==> config.mk <==
export PLATFORM = sky130hd
export DESIGN_NAME = hdx_cmd_master
export DESIGN_NICKNAME = d
export VERILOG_FILES = /design/src/rtl/hdx_pkg.sv /design/src/rtl/hdx_clkdiv.sv /design/src/rtl/hdx_frame_ctrl.sv /design/src/rtl/hdx_shifter.sv /design/src/rtl/hdx_cmd_master.sv
export SDC_FILE = /design/constraint.sdc
export NUM_CORES = 1
export LEC_CHECK = 0
export ABC_AREA = 1
export BUFFER_PORTS_ARGS = -buffer_cell sky130_fd_sc_hd__buf_2
export CAP_MARGIN = 20
export CORE_UTILIZATION = 55
export DETAILED_ROUTE_END_ITERATION = 12
export PLACE_DENSITY = 0.79
export RECOVER_POWER = 100
export SKIP_LAST_GASP = 1
export SYNTH_ARGS = -nofsm -noshare
export SYNTH_HDL_FRONTEND = slang
export SYNTH_SLANG_ARGS = --single-unit
==> constraint.sdc <==
create_clock -name clk -period 1.8 [get_ports clk]
set_input_delay 0.45 -clock clk [delete_from_list [all_inputs] [get_ports clk]]
set_output_delay 0.45 -clock clk [all_outputs]
set_load 0.02 [all_outputs]
==> src/rtl/hdx_pkg.sv <==
package hdx_pkg;
    typedef enum logic [1:0] {
        ST_IDLE = 2'd0,
        ST_LOW  = 2'd1,
        ST_HIGH = 2'd2
    } hdx_state_t;
endpackage

==> src/rtl/hdx_clkdiv.sv <==
module hdx_clkdiv #(
    parameter int DIV_W = 8
) (
    input  logic             clk,
    input  logic             rst_n,
    input  logic             run,
    input  logic [DIV_W-1:0] div,
    output logic             tick
);
    logic [DIV_W-1:0] cnt;

    assign tick = run && (cnt == div);

    always_ff @(posedge clk or negedge rst_n) begin
        if (!rst_n)
            cnt <= '0;
        else if (!run || tick)
            cnt <= '0;
        else
            cnt <= cnt + 1'b1;
    end
endmodule

==> src/rtl/hdx_frame_ctrl.sv <==
module hdx_frame_ctrl
    import hdx_pkg::*;
#(
    parameter int CMD_W   = 8,
    parameter int LEN_W   = 4,
    parameter int MIN_RSP = 4,
    parameter int IDX_W   = 5
) (
    input  logic             clk,
    input  logic             rst_n,
    input  logic             cmd_valid,
    input  logic [LEN_W-1:0] reply_len,
    input  logic             tick,
    output logic             idle,
    output logic             sclk_hi,
    output logic             start,
    output logic             sample,
    output logic             shift,
    output logic             finish
);
    hdx_state_t       state, state_nx;
    logic [IDX_W-1:0] clk_idx;
    logic [IDX_W-1:0] last_idx;
    logic [IDX_W-1:0] len_p1;
    logic [IDX_W-1:0] eff_len;
    logic             is_last;

    assign len_p1  = IDX_W'(reply_len) + 1'b1;
    assign eff_len = (len_p1 < IDX_W'(MIN_RSP)) ? IDX_W'(MIN_RSP) : len_p1;
    assign is_last = (clk_idx == last_idx);

    // next state
    always_comb begin
        state_nx = state;
        unique case (state)
            ST_IDLE: if (cmd_valid) state_nx = ST_LOW;
            ST_LOW:  if (tick)      state_nx = ST_HIGH;
            ST_HIGH: if (tick)      state_nx = is_last ? ST_IDLE : ST_LOW;
            default:                state_nx = ST_IDLE;
        endcase
    end

    // state register with clock index and latched frame length
    always_ff @(posedge clk or negedge rst_n) begin
        if (!rst_n) begin
            state    <= ST_IDLE;
            clk_idx  <= '0;
            last_idx <= '0;
        end else begin
            state <= state_nx;
            if (start) begin
                clk_idx  <= '0;
                last_idx <= IDX_W'(CMD_W) + eff_len;
            end else if (shift) begin
                clk_idx <= clk_idx + 1'b1;
            end
        end
    end

    // outputs
    always_comb begin
        idle    = 1'b0;
        sclk_hi = 1'b0;
        start   = 1'b0;
        sample  = 1'b0;
        shift   = 1'b0;
        finish  = 1'b0;
        unique case (state)
            ST_IDLE: begin
                idle  = 1'b1;
                start = cmd_valid;
            end
            ST_LOW:  sample = tick && (clk_idx > IDX_W'(CMD_W));
            ST_HIGH: begin
                sclk_hi = 1'b1;
                shift   = tick && !is_last;
                finish  = tick && is_last;
            end
            default: ;
        endcase
    end
endmodule

==> src/rtl/hdx_shifter.sv <==
module hdx_shifter #(
    parameter int CMD_W = 8,
    parameter int RSP_W = 16
) (
    input  logic             clk,
    input  logic             rst_n,
    input  logic             load,
    input  logic [CMD_W-1:0] cmd,
    input  logic             shift,
    input  logic             sample,
    input  logic             miso,
    output logic             mosi,
    output logic [RSP_W-1:0] rsp
);
    logic [CMD_W-1:0] tx_sr;
    logic [RSP_W-1:0] rx_sr;

    assign mosi = tx_sr[CMD_W-1];
    assign rsp  = rx_sr;

    always_ff @(posedge clk or negedge rst_n) begin
        if (!rst_n) begin
            tx_sr <= '0;
            rx_sr <= '0;
        end else if (load) begin
            tx_sr <= cmd;
            rx_sr <= '0;
        end else begin
            if (shift)
                tx_sr <= {tx_sr[CMD_W-2:0], 1'b0};
            if (sample)
                rx_sr <= {rx_sr[RSP_W-2:0], miso};
        end
    end
endmodule

==> src/rtl/hdx_cmd_master.sv <==
module hdx_cmd_master #(
    parameter int CMD_W   = 8,
    parameter int RSP_W   = 16,
    parameter int MIN_RSP = 4,
    parameter int DIV_W   = 8
) (
    input  logic             clk,
    input  logic             rst_n,
    input  logic             cmd_valid,
    output logic             cmd_ready,
    input  logic [CMD_W-1:0] cmd_data,
    input  logic [$clog2(RSP_W)-1:0] reply_len,
    input  logic [DIV_W-1:0] div,
    output logic             sclk,
    output logic             sel_n,
    output logic             mosi,
    input  logic             miso,
    output logic             rsp_valid,
    output logic [RSP_W-1:0] rsp_data
);
    localparam int LEN_W = $clog2(RSP_W);
    localparam int IDX_W = $clog2(CMD_W + 1 + RSP_W + 1);

    logic idle, sclk_hi, start, sample, shift, finish, tick;

    hdx_clkdiv #(.DIV_W(DIV_W)) u_div (
        .clk(clk), .rst_n(rst_n), .run(!idle), .div(div), .tick(tick)
    );

    hdx_frame_ctrl #(
        .CMD_W(CMD_W), .LEN_W(LEN_W), .MIN_RSP(MIN_RSP), .IDX_W(IDX_W)
    ) u_ctrl (
        .clk(clk), .rst_n(rst_n), .cmd_valid(cmd_valid), .reply_len(reply_len),
        .tick(tick), .idle(idle), .sclk_hi(sclk_hi), .start(start),
        .sample(sample), .shift(shift), .finish(finish)
    );

    hdx_shifter #(.CMD_W(CMD_W), .RSP_W(RSP_W)) u_sr (
        .clk(clk), .rst_n(rst_n), .load(start), .cmd(cmd_data), .shift(shift),
        .sample(sample), .miso(miso), .mosi(mosi), .rsp(rsp_data)
    );

    always_ff @(posedge clk or negedge rst_n) begin
        if (!rst_n) rsp_valid <= 1'b0;
        else        rsp_valid <= finish;
    end

    assign cmd_ready = idle;
    assign sel_n     = idle;
    assign sclk      = sclk_hi;
endmodule

==> metrics.txt <==
# TYPE chip_impl_metric gauge
chip_impl_info{name="status",value="finished with violations"} 1
chip_impl_info{name="violations",value="DRC"} 1
chip_impl_metric{name="synth_seq_area_share",unit=""} 0.436
chip_impl_metric{name="tightestPinTransition",unit="ns"} 1.16
chip_impl_metric{name="grt_use_met1",unit=""} 0.278
chip_impl_metric{name="clock_path_buffers",unit=""} 2
chip_impl_metric{name="tritoncts_num_sinks",unit=""} 45
chip_impl_info{name="cts_root_buffer",value="sky130_fd_sc_hd__clkbuf_8"} 1
chip_impl_metric{name="met3_usage",unit=""} 0.0361
chip_impl_metric{name="grt_max_degree",unit=""} 26
chip_impl_metric{name="area_growth_syn_to_layout",unit="%"} 12.5
chip_impl_metric{name="wire_length_of_the_first_global_routing_pass",unit="mm"} 8.51
chip_impl_metric{name="design.final.nets",unit=""} 419
chip_impl_metric{name="total_negative_setup_slacks",unit="ns"} 0
chip_impl_info{name="setup.worst_path.start_class",value="flip-flop"} 1
chip_impl_metric{name="switching_pwr",unit="mW"} 1.11
chip_impl_metric{name="syn-num-nets",unit=""} 371
chip_impl_metric{name="worst-r2r-setup-slack",unit="ns"} 0.21
chip_impl_metric{name="finClkSkew",unit="ns"} 0.0147
chip_impl_metric{name="floorplan.initialDensity",unit=""} 0.581
chip_impl_metric{name="h-tree-depth",unit=""} 2
chip_impl_metric{name="switching_share",unit=""} 0.375
chip_impl_metric{name="report.final.slew_viol_count",unit=""} 0
chip_impl_metric{name="antenna_found_initial",unit=""} 0
chip_impl_info{name="post-synth-top-count-cell",value="sky130_fd_sc_hd__nand2_1"} 1
chip_impl_metric{name="post_cts_hold_buffer_count",unit=""} 0
chip_impl_info{name="r2r-start",value="u_div.cnt[4]"} 1
chip_impl_info{name="synthFlopType",value="sky130_fd_sc_hd__dfrtp_1"} 1
chip_impl_info{name="setup.worst_path.end",value="sel_n"} 1
chip_impl_info{name="worst-setup-path-type",value="flip-flop to output port"} 1
chip_impl_metric{name="post-synth-top-area-fraction",unit=""} 0.436
chip_impl_metric{name="postCtsResizedCells",unit=""} 0
chip_impl_metric{name="hold_ws",unit="ns"} 0.342
chip_impl_info{name="worst_r2r_endpoint",value="u_sr.tx_sr[6]"} 1
chip_impl_info{name="worst_hold_path_type",value="input pin to asynchronous set/reset pin"} 1
chip_impl_metric{name="critPathArrivalTime",unit="ns"} 1.24
chip_impl_metric{name="synth_edf_count",unit=""} 0
chip_impl_metric{name="design.die.area",unit="mm2"} 0.00497
chip_impl_metric{name="wl",unit="mm"} 4.90
chip_impl_metric{name="grtUsageMet2",unit=""} 0.359
chip_impl_metric{name="postLayoutCellArea",unit="mm2"} 0.00290
chip_impl_metric{name="min_period_over_period",unit=""} 0.938
chip_impl_metric{name="routabilityCongestion",unit=""} 0.845
chip_impl_info{name="clock_tree_from_tritoncts",value="yes"} 1
chip_impl_metric{name="fp.dieH",unit="um"} 70.5
chip_impl_info{name="post_synth_most_frequent_cells",value="sky130_fd_sc_hd__nand2_1 (129), sky130_fd_sc_hd__dfrtp_1 (45), sky130_fd_sc_hd__inv_1 (42), sky130_fd_sc_hd__nand3_1 (24), sky130_fd_sc_hd__nor2_1 (20)"} 1
chip_impl_metric{name="io_buffers",unit=""} 44
chip_impl_metric{name="drive_above_1_share",unit=""} 0.162
chip_impl_metric{name="tritoncts.num_buffers",unit=""} 5
chip_impl_metric{name="post-route-drc-count",unit=""} 6
chip_impl_metric{name="routed-via-count",unit=""} 2210
chip_impl_metric{name="mean_instance_size_in_the_synthesized_netlist",unit="um2"} 7.57
chip_impl_metric{name="dpl-instance-area",unit="mm2"} 0.00285
chip_impl_metric{name="timing.reg2reg.worst_path_depth",unit=""} 10
chip_impl_metric{name="detailed_place_hpwl",unit="mm"} 3.52
chip_impl_metric{name="hold_violations",unit=""} 0
chip_impl_metric{name="max-cap-violations",unit=""} 0
chip_impl_metric{name="report.power.total",unit="mW"} 2.96
chip_impl_metric{name="final_antenna_net_count",unit=""} 0
chip_impl_info{name="timing.critical_path.from",value="u_ctrl.state[1]"} 1
chip_impl_metric{name="maxClockFrequency",unit="MHz"} 592
chip_impl_metric{name="drt_first_pass_iters",unit=""} 8
chip_impl_metric{name="post_cts_buffers",unit=""} 0
chip_impl_metric{name="synth-seq-cells",unit=""} 45
chip_impl_info{name="grt_busiest_layer",value="met2"} 1
chip_impl_info{name="yosysTopAreaCell",value="sky130_fd_sc_hd__dfrtp_1"} 1
chip_impl_metric{name="setup_violations",unit=""} 0
chip_impl_metric{name="post_synth_instance_area",unit="mm2"} 0.00258
chip_impl_metric{name="vias_in_the_first_global_route",unit=""} 2030
chip_impl_info{name="rsz_0062_raised_after_global_routing",value="no"} 1
chip_impl_metric{name="rows",unit=""} 24
chip_impl_metric{name="vias_per_cell",unit=""} 5.00
chip_impl_metric{name="power.leakage",unit="nW"} 1.68
chip_impl_info{name="critical_path.endpoint_type",value="output port"} 1
chip_impl_metric{name="clk_pin_slew",unit="ns"} 0.10
chip_impl_info{name="synth_area_leaders",value="sky130_fd_sc_hd__dfrtp_1 (44%), sky130_fd_sc_hd__nand2_1 (19%), sky130_fd_sc_hd__inv_1 (6.1%), sky130_fd_sc_hd__nand3_1 (4.7%), sky130_fd_sc_hd__nand3_2 (3.5%)"} 1
chip_impl_metric{name="design.core.area",unit="mm2"} 0.00444
chip_impl_metric{name="cp_data_required_time",unit="ns"} 1.35
chip_impl_metric{name="grtUsageTotal",unit=""} 0.215
chip_impl_metric{name="grt_residual_overflow",unit=""} 0
chip_impl_metric{name="insertion_delay",unit="ns"} 0.31
chip_impl_metric{name="worst_slew_margin_rel",unit=""} 0.227
chip_impl_metric{name="ioPinCount",unit=""} 45
chip_impl_metric{name="async_reset_ff_frac",unit=""} 1.00
chip_impl_metric{name="drt_iter0_drc",unit=""} 106
chip_impl_metric{name="vdd_ir_drop_max",unit="V"} 0.000555
chip_impl_metric{name="die_x",unit="um"} 70.5
chip_impl_metric{name="antenna-diode-count",unit=""} 0
chip_impl_metric{name="wl_per_cell",unit="um"} 11.1
chip_impl_metric{name="sequentialPowerShare",unit=""} 0.461
chip_impl_metric{name="critical_path.max_fanout",unit=""} 4
chip_impl_metric{name="netlist-cell-type-count",unit=""} 27
chip_impl_metric{name="p_clk_frac",unit=""} 0.219
chip_impl_metric{name="synth_cells",unit=""} 341
chip_impl_metric{name="comb_power_share",unit=""} 0.320
chip_impl_metric{name="synth-warning-count",unit=""} 0
chip_impl_metric{name="p_per_area",unit="mW/mm2"} 1020
chip_impl_metric{name="timing.final.crit_period",unit="ns"} 1.69
chip_impl_metric{name="int_power",unit="mW"} 1.85
==> worst max-delay path, stage by stage, from the launching register on <==
cell	delay, ns
sky130_fd_sc_hd__dfrtp_1	0.41
sky130_fd_sc_hd__nor2_1	0.28
sky130_fd_sc_hd__clkbuf_2	0.24
==> power by group through the flow <==
stage	logic (mW)	registers, mW	clock network, mW
floorplan	0.729	1.37	0
global placement	0.941	1.38	0
detailed placement	0.958	1.38	0
CTS	0.966	1.36	0.652
global route	1.11	1.39	0.686
finish	0.948	1.36	0.646
==> per-stage QoR <==
stage          worst slack, ns  std cells   util
2_1_floorplan            0.188        341      -
3_3_place_gp             0.118        434  0.640
3_5_place_dp            0.0778        434  0.640
4_1_cts                  0.147        442  0.661
5_1_grt                 0.0112        442  0.653
6_report                 0.112        442  0.653
==> placed cells by master, fill, tap and decap left out <==
cell                         n
sky130_fd_sc_hd__nand2_1   129
sky130_fd_sc_hd__dfrtp_1    45
sky130_fd_sc_hd__inv_1      42
sky130_fd_sc_hd__nand3_1    25
sky130_fd_sc_hd__buf_2      21
sky130_fd_sc_hd__nor2_1     20
sky130_fd_sc_hd__clkbuf_1   20
sky130_fd_sc_hd__o21ai_0    16
sky130_fd_sc_hd__nand3_2     8
sky130_fd_sc_hd__nand4_1     7
sky130_fd_sc_hd__buf_4       7
sky130_fd_sc_hd__ha_1        6
sky130_fd_sc_hd__inv_2       5
sky130_fd_sc_hd__clkbuf_8    5
sky130_fd_sc_hd__clkbuf_2    5
sky130_fd_sc_hd__xnor2_1     4
sky130_fd_sc_hd__xor2_1      4
sky130_fd_sc_hd__a21oi_1     3
sky130_fd_sc_hd__nor3b_1     3
sky130_fd_sc_hd__nor2_2      3
sky130_fd_sc_hd__nand2_2     2
sky130_fd_sc_hd__nand3_4     2
sky130_fd_sc_hd__a31oi_1     2
sky130_fd_sc_hd__clkinv_4    2
sky130_fd_sc_hd__nor3_1      1
sky130_fd_sc_hd__nor2_8      1
sky130_fd_sc_hd__nand2_4     1
sky130_fd_sc_hd__clkinv_2    1
==> cell type report <==
cell class | count | area [um2]
clock buffers | 5 | 68.8
clock inverters | 3 | 22.5
fillers | 399 | 1540
inverters | 47 | 176
multi-input cells | 237 | 1190
flip-flops and latches | 45 | 1130
well taps | 52 | 65.1
repair buffers | 53 | 258
==> registers in the layout (all words and copies together) (netlist names) <==
name	count
rsp_valid	1
u_ctrl.clk_idx	5
u_sr.tx_sr	8
u_div.cnt	8
u_sr.rsp	16
u_ctrl.last_idx	5
u_ctrl.state	2
==> metal layers <==
metal / up-vias / share of wire / wire [um]
met2: 38 / 0.46 / 2270
met4: 0 / 0.019 / 95
met5: - / 0 / 0
met1: 1012 / 0.49 / 2380
met3: 13 / 0.030 / 149
li1: 1147 / - / -
==> logic make-up after synthesis <==
kind of cell | Yosys count | share of synthesized area
XOR/XNOR | 8 | 0.0271
adder cells (fa/ha/maj) | 6 | 0.0291
buffers and inverters | 59 | 0.102
AO/OA/AOI/OAI | 21 | 0.0417
AND/OR/NAND/NOR | 202 | 0.364
flip-flops | 45 | 0.436
==> worst min-delay path by stage <==
stage	depth (start not counted)	start	to	slack, ns
after floorplan	0	rst_n	rsp_valid	0.15
after global placement	1	rst_n	u_sr.rsp[6]	0.43
after detailed placement	1	rst_n	u_sr.rsp[6]	0.44
after CTS	1	rst_n	u_sr.rsp[6]	0.11
after global routing	3	cmd_data[0]	u_sr.tx_sr[0]	0.39
final	1	rst_n	u_sr.rsp[6]	0.34
(Power assumes the default switching activity.)
